===== config.mk =====
export PLATFORM = sky130hd
export DESIGN_NAME = wdt_prog_res
export DESIGN_NICKNAME = d
export VERILOG_FILES = /design/src/rtl/wdt_pkg.sv /design/src/rtl/wdt_tick_src.sv /design/src/rtl/wdt_countdown.sv /design/src/rtl/wdt_fire_out.sv /design/src/rtl/wdt_prog_res.sv
export SDC_FILE = /design/constraint.sdc
export NUM_CORES = 1
export LEC_CHECK = 0
export CORE_MARGIN = 5
export CORE_UTILIZATION = 55
export CTS_BUF_LIST = sky130_fd_sc_hd__clkbuf_8
export DETAILED_ROUTE_END_ITERATION = 16
export PLACE_DENSITY = 0.79
export SLEW_MARGIN = 20
export SYNTH_ARGS = -nofsm -noshare
export SYNTH_HDL_FRONTEND = slang
export SYNTH_SLANG_ARGS = --single-unit
export TNS_END_PERCENT = 50

===== constraint.sdc =====
create_clock -name clk -period 4.4 [get_ports clk]
set_input_delay 0.88 -clock clk [delete_from_list [all_inputs] [get_ports clk]]
set_output_delay 0.88 -clock clk [all_outputs]
set_load 0.05 [all_outputs]

===== src/rtl/wdt_pkg.sv =====
package wdt_pkg;
   localparam int RES_W         = 2;
   localparam int MULT_W        = 5;
   localparam int CFG_W         = 8;
   localparam int RES_STEP_LOG2 = 2;
   localparam int MAX_TICKS     = ((1 << MULT_W) - 1) << (RES_STEP_LOG2 * ((1 << RES_W) - 1));
   localparam int CNT_W         = $clog2(MAX_TICKS + 1);

   typedef struct packed {
      logic              steer_rst;
      logic [MULT_W-1:0] mult;
      logic [RES_W-1:0]  res;
   } wdt_cfg_t;

   function automatic logic [CNT_W-1:0] period_ticks(input wdt_cfg_t c);
      logic [CNT_W-1:0] m;
      m = CNT_W'(c.mult);
      return m << (RES_STEP_LOG2 * int'(c.res));
   endfunction
endpackage


===== src/rtl/wdt_tick_src.sv =====
module wdt_tick_src #(
   parameter bit USE_EXT_TICK = 1'b1,
   parameter int PRESCALE     = 1
) (
   input  logic clk,
   input  logic rst_n,
   input  logic restart,
   input  logic tick_in,
   output logic tick
);
   localparam int PS_W = (PRESCALE > 1) ? $clog2(PRESCALE) : 1;

   generate
      if (USE_EXT_TICK) begin : g_ext
         assign tick = tick_in;
      end else begin : g_div
         logic [PS_W-1:0] pcnt;
         logic            unused_tick_in;
         logic            at_end;
         assign unused_tick_in = tick_in;
         assign at_end = (pcnt == PS_W'(PRESCALE - 1));
         always_ff @(posedge clk or negedge rst_n) begin
            if (!rst_n)       pcnt <= '0;
            else if (restart) pcnt <= '0;
            else if (at_end)  pcnt <= '0;
            else              pcnt <= pcnt + PS_W'(1);
         end
         assign tick = at_end;
      end
   endgenerate
endmodule


===== src/rtl/wdt_countdown.sv =====
module wdt_countdown #(
   parameter int CNT_W = 11
) (
   input  logic             clk,
   input  logic             rst_n,
   input  logic             load,
   input  logic [CNT_W-1:0] load_ticks,
   input  logic             tick,
   output logic             expire
);
   logic [CNT_W-1:0] cnt;
   logic             armed;
   logic             last_tick;

   assign last_tick = (cnt == CNT_W'(1));
   assign expire    = !load && tick && armed && last_tick;

   always_ff @(posedge clk or negedge rst_n) begin
      if (!rst_n) begin
         cnt   <= '0;
         armed <= 1'b0;
      end else if (load) begin
         cnt   <= load_ticks;
         armed <= (load_ticks != '0);
      end else if (tick && armed) begin
         if (last_tick) begin
            cnt   <= '0;
            armed <= 1'b0;
         end else begin
            cnt <= cnt - CNT_W'(1);
         end
      end
   end
endmodule


===== src/rtl/wdt_fire_out.sv =====
module wdt_fire_out #(
   parameter int PULSE_LEN = 4
) (
   input  logic clk,
   input  logic rst_n,
   input  logic clear_irq,
   input  logic expire,
   input  logic steer_rst,
   output logic rst_o,
   output logic irq_o
);
   localparam int PL_W = $clog2(PULSE_LEN + 1);

   logic fire_rst;
   logic fire_irq;
   assign fire_rst = expire && steer_rst;
   assign fire_irq = expire && !steer_rst;

   generate
      if (PULSE_LEN == 1) begin : g_single
         logic rst_q;
         always_ff @(posedge clk or negedge rst_n) begin
            if (!rst_n) rst_q <= 1'b0;
            else        rst_q <= fire_rst;
         end
         assign rst_o = rst_q;
      end else begin : g_stretch
         logic [PL_W-1:0] pcnt;
         always_ff @(posedge clk or negedge rst_n) begin
            if (!rst_n)           pcnt <= '0;
            else if (fire_rst)    pcnt <= PL_W'(PULSE_LEN);
            else if (pcnt != '0)  pcnt <= pcnt - PL_W'(1);
         end
         assign rst_o = (pcnt != '0);
      end
   endgenerate

   always_ff @(posedge clk or negedge rst_n) begin
      if (!rst_n)         irq_o <= 1'b0;
      else if (clear_irq) irq_o <= 1'b0;
      else if (fire_irq)  irq_o <= 1'b1;
   end
endmodule


===== src/rtl/wdt_prog_res.sv =====
module wdt_prog_res
   import wdt_pkg::*;
#(
   parameter bit USE_EXT_TICK  = 1'b1,
   parameter int PRESCALE      = 1,
   parameter int RST_PULSE_LEN = 4
) (
   input  logic       clk,
   input  logic       rst_n,
   input  logic       cfg_wr,
   input  logic [7:0] cfg_data,
   input  logic       tick_in,
   output logic       wdt_rst_o,
   output logic       wdt_irq_o
);
   generate
      if (PRESCALE < 1) begin : g_bad_prescale
         $error("wdt_prog_res: PRESCALE must be at least 1");
      end
      if (RST_PULSE_LEN < 1) begin : g_bad_pulse
         $error("wdt_prog_res: RST_PULSE_LEN must be at least 1");
      end
      if ($bits(wdt_cfg_t) != CFG_W) begin : g_bad_cfg
         $error("wdt_prog_res: configuration struct width mismatch");
      end
   endgenerate

   wdt_cfg_t         wr_cfg;
   logic [CNT_W-1:0] wr_ticks;
   logic             steer_q;
   logic             tick;
   logic             expire;

   assign wr_cfg   = wdt_cfg_t'(cfg_data);
   assign wr_ticks = period_ticks(wr_cfg);

   always_ff @(posedge clk or negedge rst_n) begin
      if (!rst_n)      steer_q <= 1'b0;
      else if (cfg_wr) steer_q <= wr_cfg.steer_rst;
   end

   wdt_tick_src #(
      .USE_EXT_TICK(USE_EXT_TICK),
      .PRESCALE    (PRESCALE)
   ) u_tick (
      .clk    (clk),
      .rst_n  (rst_n),
      .restart(cfg_wr),
      .tick_in(tick_in),
      .tick   (tick)
   );

   wdt_countdown #(
      .CNT_W(CNT_W)
   ) u_count (
      .clk       (clk),
      .rst_n     (rst_n),
      .load      (cfg_wr),
      .load_ticks(wr_ticks),
      .tick      (tick),
      .expire    (expire)
   );

   wdt_fire_out #(
      .PULSE_LEN(RST_PULSE_LEN)
   ) u_fire (
      .clk      (clk),
      .rst_n    (rst_n),
      .clear_irq(cfg_wr),
      .expire   (expire),
      .steer_rst(steer_q),
      .rst_o    (wdt_rst_o),
      .irq_o    (wdt_irq_o)
   );
endmodule


==> impl_metrics.env <==
export IMPL_status="finished, final reports clean"
export IMPL_period_share=0.622
export IMPL_fp_row_count=16
export IMPL_startpoint_type="flip-flop"
export IMPL_grt_pass1_wl_um=4150
export IMPL_cts_tree="done"
export IMPL_drive_gt1_frac=0.0444
export IMPL_fillers=164
export IMPL_cts_resized=0
export IMPL_cts_num_sinks=17
export IMPL_finalClockSkew_ps=1.93
export IMPL_worst_slew_margin_rel=0.494
export IMPL_synth_top_family_by_area="simple AND/OR/NAND/NOR gates"
export IMPL_regToRegSetupSlack_ps=2430
export IMPL_p_int_w=0.000335
export IMPL_drtIter0Drc=19
export IMPL_yosysUniqueCellTypes=37
export IMPL_ant_nets=0
export IMPL_clk_pin_slew_ps=60
export IMPL_synth_compound_area_frac=0.176
export IMPL_holdBufCountCts=0
export IMPL_critPathSlowestCell="clkdlybuf4s50_1"
export IMPL_htree_num_levels=1
export IMPL_antenna_found_initial=0
export IMPL_gp_congestion=0.889
export IMPL_syn2layout_area_growth_pct=17.9
export IMPL_setup_tns_ps=0
export IMPL_wl_per_cell_um=14.3
export IMPL_max_freq_ghz=0.365
export IMPL_dpl_hpwl_um=1840
export IMPL_fin_nets=152
export IMPL_dr_pass1_iters=6
export IMPL_yosys_mux_area_fraction=0.0462
export IMPL_critical_path_cell_chain="inv_1, ha_1, nand2b_1, clkdlybuf4s50_1"
export IMPL_worst_path_max_fanout=4
export IMPL_clk_latency_ps=250
export IMPL_cp_arrival_ps=1860
export IMPL_multi_input_area_um2=612
export IMPL_clockPowerShare=0.220
export IMPL_worst_pin_slew_ps=752
export IMPL_io_buffers=13
export IMPL_share_seq_of_total_power=0.420
export IMPL_synth_simple_area_share=0.240
export IMPL_die_w_um=54.4
export IMPL_timing_critical_path_buf_inv=2
export IMPL_p_leak_nw=0.523
export IMPL_switching_share=0.356
export IMPL_io_pins=14
export IMPL_start_util=0.563
export IMPL_period_minus_slack_ps=2740
export IMPL_grt_max_degree=18
export IMPL_grt_overflow=0
export IMPL_rsz0062_at_grt="no"
export IMPL_maxCapViolCount=0
export IMPL_pwr_share_comb=0.360
export IMPL_yosysSeqAreaShare=0.393
export IMPL_drt_vias_per_instance=5.92
export IMPL_end_kind="output port"
export IMPL_path_delay_family="buffers and inverters"
export IMPL_area_sequential_um2=425
export IMPL_max_stage_delay_ps=830
export IMPL_syn_area_um2=1080
export IMPL_cts_buffer_depth=2
export IMPL_root_buffer="clkbuf_8"
export IMPL_hold_class="flip-flop to flip-flop"
export IMPL_syn_nets=138
export IMPL_cellPowerDensity_nw_per_um2=407
export IMPL_die_y_um=54.4
export IMPL_coreArea_um2=1920
export IMPL_yosys_warnings=0
export IMPL_hold_viol=0
export IMPL_setup_violations=0
export IMPL_wirelength_um=2320
export IMPL_drcViolationCount=0
export IMPL_die_area_um2=2960
export IMPL_criticalPathCategory="flip-flop to output port"
export IMPL_netlist_instances=122
export IMPL_first_global_vias=986
export IMPL_utilization=0.664
export IMPL_num_vias=959
export IMPL_synthXorXnorAreaFrac=0.0566
export IMPL_antenna_cells=0
export IMPL_track_usage=0.196
export IMPL_post_cts_buffers=0
export IMPL_synth_seq_cells=17
export IMPL_p_sw_w=0.000185
export IMPL_slew_viol_final=0
export IMPL_synthAdderAreaFrac=0.0462
export IMPL_synth_avg_cell_area_um2=8.87
export IMPL_peakVddDrop_v=0.000264
export IMPL_numCtsBuffers=3
export IMPL_required_ps=3520
==> layout make-up <==
| cell class | count | share of cell area |
|---|---|---|
| repair buffers | 13 | 0.102 |
| clock inverters | 1 | 0.00294 |
| well taps | 27 | 0.0265 |
| flip-flops and latches | 17 | 0.333 |
| inverters | 8 | 0.0235 |
| multi-input cells | 93 | 0.479 |
| clock buffers | 3 | 0.0324 |
==> worst paths after layout <==
kind,endpoint,from,cells after the start
setup / recovery,wdt_rst_o,u_fire.g_stretch.pcnt[0]$_DFFE_PN0P_,4
hold / removal,u_fire.irq_o$_DFFE_PN0P_,u_fire.irq_o$_DFFE_PN0P_,1
setup reg to reg,u_count.cnt[10]$_DFFE_PN0P_,u_count.cnt[0]$_DFFE_PN0P_,5
hold reg to reg,u_fire.irq_o$_DFFE_PN0P_,u_fire.irq_o$_DFFE_PN0P_,1
max in group asynchronous,u_fire.g_stretch.pcnt[2]$_DFFE_PN0P_,rst_n,1
min in group asynchronous,u_count.cnt[7]$_DFFE_PN0P_,rst_n,1
==> synth_stat cells <==
master	count	share of area
o22ai_1	4	0.023
a31oi_1	3	0.017
or3_1	1	0.0058
nor2_1	9	0.031
o221ai_1	1	0.0081
a21oi_1	3	0.014
nand2b_1	2	0.012
xor2_1	2	0.016
nand3_1	3	0.014
o21a_1	1	0.0069
nor4b_1	1	0.0081
nand4_1	3	0.017
or4b_4	1	0.013
dfrtp_1	17	0.39
buf_1	1	0.0035
nor3b_1	1	0.0069
or4b_1	2	0.018
xnor2_1	5	0.040
ha_1	4	0.046
inv_1	7	0.024
and2_0	1	0.0058
nor4_1	2	0.012
o21ai_0	7	0.032
a211oi_1	2	0.014
nand3_2	1	0.0092
nor3_1	5	0.023
nand3b_1	2	0.014
or2_2	1	0.0058
o211ai_1	2	0.014
mux2i_1	5	0.046
a22oi_1	2	0.014
nand2_1	13	0.045
a211o_1	1	0.0081
clkbuf_1	3	0.010
clkinv_1	1	0.0035
o311ai_0	1	0.0081
o2bb2ai_1	2	0.016
==> flip-flops by register name, indices dropped and copies added (netlist names) <==
name,count
steer_q,1
u_count.armed,1
u_count.cnt,11
u_fire.g_stretch.pcnt,3
u_fire.irq_o,1
==> cells by family (layout without fill, tap and decap cells) <==
group / Yosys count / after routing
fa+ha+maj: 4 / 4
simple gates: 48 / 48
xor+xnor: 7 / 7
flops: 17 / 17
mux: 5 / 5
buf+inv: 12 / 25
compound gates: 29 / 29
==> power by group through the flow <==
stage	Clock [W]	Combinational [W]	Sequential, W
6_report	0.000115	0.000187	0.000218
5_1_grt	0.000123	0.000212	0.000224
4_1_cts	0.000115	0.000188	0.000218
3_5_place_dp	0	0.000187	0.000221
3_3_place_gp	0	0.000178	0.000218
2_1_floorplan	0	0.000137	0.000214
==> through the flow <==
step	instance area (µm²)	worst slack (ps)	instances	hold slack, ps	power, W
after detailed placement	1230	1810	158	495	0.000408
after CTS	1280	1650	162	509	0.000521
after global routing	1280	1570	162	533	0.000559
after global placement	1230	1830	158	473	0.000397
after floorplan	1080	2460	122	474	0.000351
final	1280	1660	162	504	0.000520
==> placed cells by master (no fill, tap or decap), types with 2 or more instances in the layout <==
cell type | synthesis | layout
a22oi_1 | 2 | 2
dfrtp_1 | 17 | 17
a21oi_1 | 3 | 3
nand2_1 | 13 | 13
mux2i_1 | 5 | 5
nor3_1 | 5 | 5
o2bb2ai_1 | 2 | 2
nor2_1 | 9 | 9
clkbuf_8 | 0 | 3
nand4_1 | 3 | 3
nand3_1 | 3 | 3
nor4_1 | 2 | 2
o21ai_0 | 7 | 7
ha_1 | 4 | 4
o211ai_1 | 2 | 2
a211oi_1 | 2 | 2
clkdlybuf4s50_1 | 0 | 13
xnor2_1 | 5 | 5
xor2_1 | 2 | 2
inv_1 | 7 | 8
o22ai_1 | 4 | 4
nand2b_1 | 2 | 2
nand3b_1 | 2 | 2
a31oi_1 | 3 | 3
or4b_1 | 2 | 2
==> per-layer routing <==
metal | vias up | GRT usage | share of wire
li1 | 472 | - | -
met1 | 460 | 0.228 | 0.44
met2 | 22 | 0.321 | 0.49
met3 | 5 | 0.0463 | 0.037
met4 | 0 | 0.124 | 0.023
met5 | - | 0 | 0
Note: power is estimated with default switching activity, not from simulation.
